<file path="config.mk">
export PLATFORM = sky130hd
export DESIGN_NAME = alu8_status
export DESIGN_NICKNAME = d
export VERILOG_FILES = /design/src/rtl/alu8_pkg.sv /design/src/rtl/alu8_adder.sv /design/src/rtl/alu8_unary.sv /design/src/rtl/alu8_flagreg.sv /design/src/rtl/alu8_status.sv
export SDC_FILE = /design/constraint.sdc
export NUM_CORES = 1
export LEC_CHECK = 0
export BUFFER_PORTS_ARGS = -buffer_cell sky130_fd_sc_hd__buf_2
export CORE_MARGIN = 8
export CORE_UTILIZATION = 58
export CTS_CLUSTER_DIAMETER = 100
export DETAILED_ROUTE_END_ITERATION = 8
export PLACE_DENSITY = 0.89
export SETUP_SLACK_MARGIN = 0.1
export SLEW_MARGIN = 10
export SYNTH_ARGS = -nofsm -noshare
export SYNTH_HDL_FRONTEND = slang
export SYNTH_HIERARCHICAL = 1
export SYNTH_SLANG_ARGS = --single-unit
</file>
<file path="constraint.sdc">
create_clock -name clk -period 4.98 [get_ports clk]
set_clock_uncertainty 0.05 [all_clocks]
set_input_delay 0.249 -clock clk [delete_from_list [all_inputs] [get_ports clk]]
set_output_delay 0.249 -clock clk [all_outputs]
set_load 0.05 [all_outputs]
</file>
<file path="src/rtl/alu8_pkg.sv">
// Package: shared operation codes, flag positions and reset value for the
// 8-bit ALU. Assumes an 8-bit status byte whose layout is fixed by the core.
package alu8_pkg;

    localparam int DW     = 8;
    localparam int FLAG_W = 8;

    // Flag bit positions inside the status byte.
    localparam int FB_N = 7;
    localparam int FB_V = 6;
    localparam int FB_U = 5;
    localparam int FB_B = 4;
    localparam int FB_D = 3;
    localparam int FB_I = 2;
    localparam int FB_Z = 1;
    localparam int FB_C = 0;

    localparam logic [FLAG_W-1:0] STATUS_RST = 8'h20;

    typedef enum logic [3:0] {
        OP_ADDC = 4'd0,
        OP_SUBB = 4'd1,
        OP_AND  = 4'd2,
        OP_SHR  = 4'd3,
        OP_CMP  = 4'd4,
        OP_TEST = 4'd5,
        OP_INC  = 4'd6,
        OP_DEC  = 4'd7,
        OP_MOV  = 4'd8,
        OP_SETC = 4'd9,
        OP_CLRC = 4'd10
    } alu_op_e;

    // Single-bit flag mask helper.
    function automatic logic [FLAG_W-1:0] fbit(input int pos);
        logic [FLAG_W-1:0] m;
        m = '0;
        m[pos] = 1'b1;
        return m;
    endfunction

endpackage

</file>
<file path="src/rtl/alu8_adder.sv">
// Module: shared adder for add, subtract and compare.
// Computes a + (invert ? ~b : b) + cin and reports carry-out and signed
// overflow judged against the effective (possibly inverted) second operand.
// Assumes both operands are two's complement of width W.
module alu8_adder #(
    parameter int W = 8
) (
    input  logic [W-1:0] a_i,
    input  logic [W-1:0] b_i,
    input  logic         invert_i,
    input  logic         cin_i,
    output logic [W-1:0] sum_o,
    output logic         cout_o,
    output logic         ovf_o
);
    localparam int MSB = W - 1;

    logic [W-1:0] b_eff;
    logic [W:0]   full;

    // Select the effective second operand and form the wide sum.
    always_comb begin
        b_eff = invert_i ? ~b_i : b_i;
        full  = {1'b0, a_i} + {1'b0, b_eff} + {{W{1'b0}}, cin_i};
    end

    assign sum_o  = full[W-1:0];
    assign cout_o = full[W];
    assign ovf_o  = (a_i[MSB] == b_eff[MSB]) && (full[MSB] != a_i[MSB]);

endmodule

</file>
<file path="src/rtl/alu8_unary.sv">
// Module: logic and single-operand datapath: AND, shift right, increment,
// decrement, transfer, and the AND term used by bit test.
// Assumes the caller selects which output is meaningful for the op.
module alu8_unary #(
    parameter int W = 8
) (
    input  logic [W-1:0] reg_i,
    input  logic [W-1:0] mem_i,
    output logic [W-1:0] and_o,
    output logic [W-1:0] shr_o,
    output logic [W-1:0] inc_o,
    output logic [W-1:0] dec_o,
    output logic         shr_out_bit_o
);
    localparam logic [W-1:0] ONE = {{(W-1){1'b0}}, 1'b1};

    // Compute all candidate results in parallel; wrap modulo 2**W.
    always_comb begin
        and_o         = reg_i & mem_i;
        shr_o         = {1'b0, mem_i[W-1:1]};
        shr_out_bit_o = mem_i[0];
        inc_o         = mem_i + ONE;
        dec_o         = mem_i - ONE;
    end

endmodule

</file>
<file path="src/rtl/alu8_flagreg.sv">
// Module: per-bit masked status register with synchronous active-low reset.
// A bit loads its next value only on an enabled edge with its mask bit set.
// Assumes mask and next value are stable around the rising edge.
module alu8_flagreg #(
    parameter int              W   = 8,
    parameter logic [W-1:0]    RST = '0
) (
    input  logic         clk,
    input  logic         rst_n,
    input  logic         upd_i,
    input  logic [W-1:0] mask_i,
    input  logic [W-1:0] nxt_i,
    output logic [W-1:0] q_o
);
    for (genvar gi = 0; gi < W; gi++) begin : g_bit
        logic bit_q;

        // Hold, reset or load one status bit.
        always_ff @(posedge clk) begin
            if (!rst_n)
                bit_q <= RST[gi];
            else if (upd_i && mask_i[gi])
                bit_q <= nxt_i[gi];
        end

        assign q_o[gi] = bit_q;
    end

endmodule

</file>
<file path="src/rtl/alu8_status.sv">
// Module: top of the 8-bit ALU with its status register.
// Decodes the op code, steers the shared adder and the unary datapath,
// builds the flag update value and mask, and drives the write strobe.
// Assumes one operation per enabled cycle; the result is combinational and
// the status updates on the following rising edge.
module alu8_status
    import alu8_pkg::*;
(
    input  logic             clk,
    input  logic             rst_n,
    input  logic             en_i,
    input  logic [3:0]       op_i,
    input  logic [DW-1:0]    reg_i,
    input  logic [DW-1:0]    mem_i,
    output logic [DW-1:0]    result_o,
    output logic             wr_o,
    output logic [FLAG_W-1:0] status_o
);
    localparam int MSB = DW - 1;

    alu_op_e          op;
    logic             c_in;
    logic             add_inv;
    logic             add_cin;
    logic [DW-1:0]    add_sum;
    logic             add_cout;
    logic             add_ovf;
    logic [DW-1:0]    and_res, shr_res, inc_res, dec_res;
    logic             shr_bit;
    logic [DW-1:0]    res_raw;
    logic             writes;
    logic [FLAG_W-1:0] fl_nxt;
    logic [FLAG_W-1:0] fl_mask;

    assign op   = alu_op_e'(op_i);
    assign c_in = status_o[FB_C];

    // Steer the adder: invert for subtract and compare; compare forces cin.
    always_comb begin
        add_inv = (op == OP_SUBB) || (op == OP_CMP);
        add_cin = (op == OP_CMP) ? 1'b1 : c_in;
    end

    alu8_adder #(.W(DW)) u_adder (
        .a_i      (reg_i),
        .b_i      (mem_i),
        .invert_i (add_inv),
        .cin_i    (add_cin),
        .sum_o    (add_sum),
        .cout_o   (add_cout),
        .ovf_o    (add_ovf)
    );

    alu8_unary #(.W(DW)) u_unary (
        .reg_i         (reg_i),
        .mem_i         (mem_i),
        .and_o         (and_res),
        .shr_o         (shr_res),
        .inc_o         (inc_res),
        .dec_o         (dec_res),
        .shr_out_bit_o (shr_bit)
    );

    // Select the raw result and whether the op writes it back.
    always_comb begin
        res_raw = '0;
        writes  = 1'b0;
        unique case (op)
            OP_ADDC, OP_SUBB: begin res_raw = add_sum; writes = 1'b1; end
            OP_AND:           begin res_raw = and_res; writes = 1'b1; end
            OP_SHR:           begin res_raw = shr_res; writes = 1'b1; end
            OP_INC:           begin res_raw = inc_res; writes = 1'b1; end
            OP_DEC:           begin res_raw = dec_res; writes = 1'b1; end
            OP_MOV:           begin res_raw = mem_i;   writes = 1'b1; end
            default:          begin res_raw = '0;      writes = 1'b0; end
        endcase
    end

    // Build the next flag values and the mask of flags this op may touch.
    always_comb begin
        fl_nxt  = status_o;
        fl_mask = '0;
        unique case (op)
            OP_ADDC, OP_SUBB: begin
                fl_nxt[FB_N] = add_sum[MSB];
                fl_nxt[FB_V] = add_ovf;
                fl_nxt[FB_Z] = (add_sum == '0);
                fl_nxt[FB_C] = add_cout;
                fl_mask = fbit(FB_N) | fbit(FB_V) | fbit(FB_Z) | fbit(FB_C);
            end
            OP_SHR: begin
                fl_nxt[FB_N] = 1'b0;
                fl_nxt[FB_Z] = (shr_res == '0);
                fl_nxt[FB_C] = shr_bit;
                fl_mask = fbit(FB_N) | fbit(FB_Z) | fbit(FB_C);
            end
            OP_CMP: begin
                fl_nxt[FB_N] = add_sum[MSB];
                fl_nxt[FB_Z] = (add_sum == '0);
                fl_nxt[FB_C] = add_cout;
                fl_mask = fbit(FB_N) | fbit(FB_Z) | fbit(FB_C);
            end
            OP_TEST: begin
                fl_nxt[FB_N] = mem_i[MSB];
                fl_nxt[FB_V] = mem_i[MSB-1];
                fl_nxt[FB_Z] = (and_res == '0);
                fl_mask = fbit(FB_N) | fbit(FB_V) | fbit(FB_Z);
            end
            OP_AND, OP_INC, OP_DEC, OP_MOV: begin
                fl_nxt[FB_N] = res_raw[MSB];
                fl_nxt[FB_Z] = (res_raw == '0);
                fl_mask = fbit(FB_N) | fbit(FB_Z);
            end
            OP_SETC: begin
                fl_nxt[FB_C] = 1'b1;
                fl_mask = fbit(FB_C);
            end
            OP_CLRC: begin
                fl_nxt[FB_C] = 1'b0;
                fl_mask = fbit(FB_C);
            end
            default: begin
                fl_nxt  = status_o;
                fl_mask = '0;
            end
        endcase
    end

    alu8_flagreg #(.W(FLAG_W), .RST(STATUS_RST)) u_flags (
        .clk    (clk),
        .rst_n  (rst_n),
        .upd_i  (en_i),
        .mask_i (fl_mask),
        .nxt_i  (fl_nxt),
        .q_o    (status_o)
    );

    assign wr_o     = en_i && writes;
    assign result_o = wr_o ? res_raw : '0;

endmodule

</file>
==> out/qor.yml <==
layout:
  drive_gt1_frac: 0.182
  nets: 339
  n_antenna_cell: 0
  synthToLayoutAreaGrowth_pct: 2.88
  top_regs: "u_flags/g_bit.bit_q x8"
  top_register: "u_flags/g_bit.bit_q"
  largest_reg_flops: 8
  fin_util: 0.608
worst_setup_path:
  ff2ff_path_depth: 14
  critPathTopFamily: "compound AO/OA/AOI/OAI gates"
  cp-start-kind: "input pin"
  worst-path-buf-inv: 3
  cp_slowest_cell: "o21a_1"
  cp-end-kind: "output port"
  worst-endpoint-arrival_ps: 3930
  regToRegSetupSlack_ps: 1700
  slowest_delay_ps: 410
  cp.required_ps: 4680
  path_class: "in2out"
  cp_max_fo: 25
  path_cells: "buf_2 -> nor2b_1 -> o21a_1 -> xor2_1 -> ha_1 -> nor2b_4 -> o31a_1 -> o32a_1 -> xor2_1 -> inv_1 -> o21ai_0 -> a222oi_1 -> nor2_1 -> buf_2"
  cp.depth: 14
routing:
  drt_pass1_iterations: 5
  drt_iter0_drc: 291
  drcViolationCount: 0
  routed_wl_um: 6190
  antenna_left: 0
  vias_per_cell: 6.33
  wl_per_cell_um: 17.6
  vias: 2222
pwr:
  comb_power_share: 0.620
  power.share.clock: 0.202
  switching_share: 0.445
  leakagePower_uw: 0.00100
  p_sw_uw: 167
  power_density_nw_per_um2: 171
  peakVddDrop_mv: 0.0659
  internal_power_uw: 208
  p_seq_frac: 0.179
clock_tree:
  cts_sinks: 8
  cts_tree: "yes"
  cts_root_buf: "clkbuf_8"
  post-cts-setup-buffer-count: 0
  cts-resized-gates: 0
  cts.clk_slew.worst_paths_ps: 40
  cts-htree-levels: 1
  cts_made_buffers: 3
  cts_hold_buf: 0
  clock_latency_ps: 220
  clockBufferDepth: 2
global_route:
  grt_pass1_vias: 2207
  grt_max_degree: 27
  gr-total-overflow: 0
  grt_pass1_wl_um: 10500
  grtUsageTotal: 0.208
  antenna_found_initial: 0
logic_synthesis:
  ys.warnings.count: 6
  netlist_area_um2: 2130
  async_reset_ff_frac: 0
  synthFlopType: "dfxtp_1"
  syn_area_per_cell_um2: 7.33
  synthCells: 291
  synth.yosys.seq_area_share: 0.0751
  synth-edff-count: 0
  yosysUniqueCellTypes: 65
  yosys_register_bits: 8
timing:
  fin_setup_tns_ps: 0
  max_freq_mhz: 236
  maxSlewHeadroom: 0.500
  hold_viol: 0
  rsz0062_at_grt: "false"
  drv_slew: 0
  tightest_slew_ps: 750
  setup_viol: 0
  finalCritPeriodShare: 0.849
  fin_crit_ps: 4230
floorplan:
  start_util: 0.591
  dieWidth_um: 76.6
  die-area_um2: 5870
  placement_rows: 22
  die_y_um: 76.6
  core-area_um2: 3610
  io_pins: 40
worst_hold_path:
  holdPathStages: 2
  hp-class: "in2reg"
status:
  status: "complete, no violations"
place:
  port_buffers: 39
  gp_congestion: 0.918
  place_hpwl_um: 4660
job:
  cap_violations: 0
synthesized netlist by cell type (3+ instances only):
library cell / instances / area (um2)
buf_2: 7 / 35.0
a22o_1: 7 / 61.3
o21bai_1: 3 / 22.5
o21ai_0: 11 / 55.1
nand2_1: 28 / 105
xnor2_1: 11 / 96.3
nor3_1: 3 / 15.0
a22oi_1: 5 / 37.5
xor2_1: 11 / 96.3
nand3b_1: 3 / 22.5
nand4_1: 4 / 25.0
and3b_1: 3 / 26.3
dfxtp_1: 8 / 160
o31ai_1: 4 / 30.0
nor4_1: 6 / 37.5
o21a_1: 5 / 37.5
mux2i_1: 9 / 90.1
inv_1: 17 / 63.8
o31a_1: 3 / 26.3
a21oi_1: 9 / 45.0
and2_1: 9 / 56.3
nor2_1: 24 / 90.1
nand3_1: 9 / 45.0
nor2b_1: 8 / 50.1
a32o_1: 3 / 30.0
buf_4: 18 / 135
buf_6: 6 / 67.6
ha_1: 9 / 113
layer usage:
| layer | GRT usage | wire (um) | up-vias |
|---|---|---|---|
| li1 | - | - | 1053 |
| met2 | 0.359 | 3040 | 125 |
| met3 | 0.0307 | 546 | 21 |
| met5 | 0 | 0 | - |
| met1 | 0.257 | 2500 | 1023 |
| met4 | 0.0654 | 103 | 0 |
power groups by stage:
stage / combinational [uW] / sequential, uW / clock, uW
detailed placement: 225 / 67.9 / 0
CTS: 226 / 66.8 / 79.1
finish: 232 / 66.8 / 75.5
global placement: 222 / 67.9 / 0
global route: 253 / 66.8 / 83.5
floorplan: 181 / 67.3 / 0
area by class of cell:
| type | count | area, um2 |
|---|---|---|
| clock buffer | 3 | 41.3 |
| tap | 48 | 60.1 |
| timing repair buffer | 39 | 195 |
| inverter | 17 | 63.8 |
| multi-input combinational | 236 | 1670 |
| fill | 355 | 1410 |
| sequential | 8 | 160 |
worst paths after layout:
check,from,endpoint
setup / recovery,op_i[2],result_o[7]
hold / removal,rst_n,u_flags/g_bit[5].bit_q$_SDFFE_PN1P_
setup reg to reg,u_flags/g_bit[0].bit_q$_SDFFE_PN0P_,u_flags/g_bit[1].bit_q$_SDFFE_PN0P_
hold reg to reg,u_flags/g_bit[1].bit_q$_SDFFE_PN0P_,u_flags/g_bit[1].bit_q$_SDFFE_PN0P_
layout by cell type (no fill, tap or decap), types with 6 or more instances in the layout:
cell type | Yosys | final
a21oi_1 | 9 | 9
a22o_1 | 7 | 7
and2_1 | 9 | 9
buf_2 | 7 | 39
conb_1 | 2 | 6
dfxtp_1 | 8 | 8
ha_1 | 9 | 9
inv_1 | 17 | 17
mux2i_1 | 9 | 9
nand2_1 | 28 | 28
nand3_1 | 9 | 9
nor2_1 | 24 | 24
nor2b_1 | 8 | 8
nor4_1 | 6 | 6
o21ai_0 | 11 | 11
xnor2_1 | 11 | 11
xor2_1 | 11 | 11
per-stage QoR:
stage	hold slack, ps	power, uW	worst slack (ps)	instance area [um2]	instances
floorplan	348	248	1170	2150	295
detailed placement	414	293	778	2150	348
global route	311	403	423	2190	351
global placement	406	290	885	2150	348
CTS	297	372	844	2190	351
finish	302	374	751	2190	351
cell families (layout without fill, tap and decap cells):
group / count (synthesis) / count (layout) / synth area share
fa+ha+maj: 11 / 11 / 0.0716
mux: 16 / 16 / 0.0933
xor+xnor: 22 / 22 / 0.0904
flops: 8 / 8 / 0.0751
compound gates: 72 / 72 / 0.249
other cells: 2 / 6 / 0.00352
simple gates: 109 / 109 / 0.269
buf+inv: 51 / 59 / 0.147
worst register-to-register path: cells and delay by family, from the launching register on:
family | cells | cell delay, ps
adder cells (fa/ha/maj) | 2 | 920
buffers and inverters | 1 | 50
flip-flops | 1 | 370
AND/OR/NAND/NOR | 2 | 220
multiplexers | 1 | 120
AO/OA/AOI/OAI | 8 | 1470
Note: power is estimated with default switching activity, not from simulation.
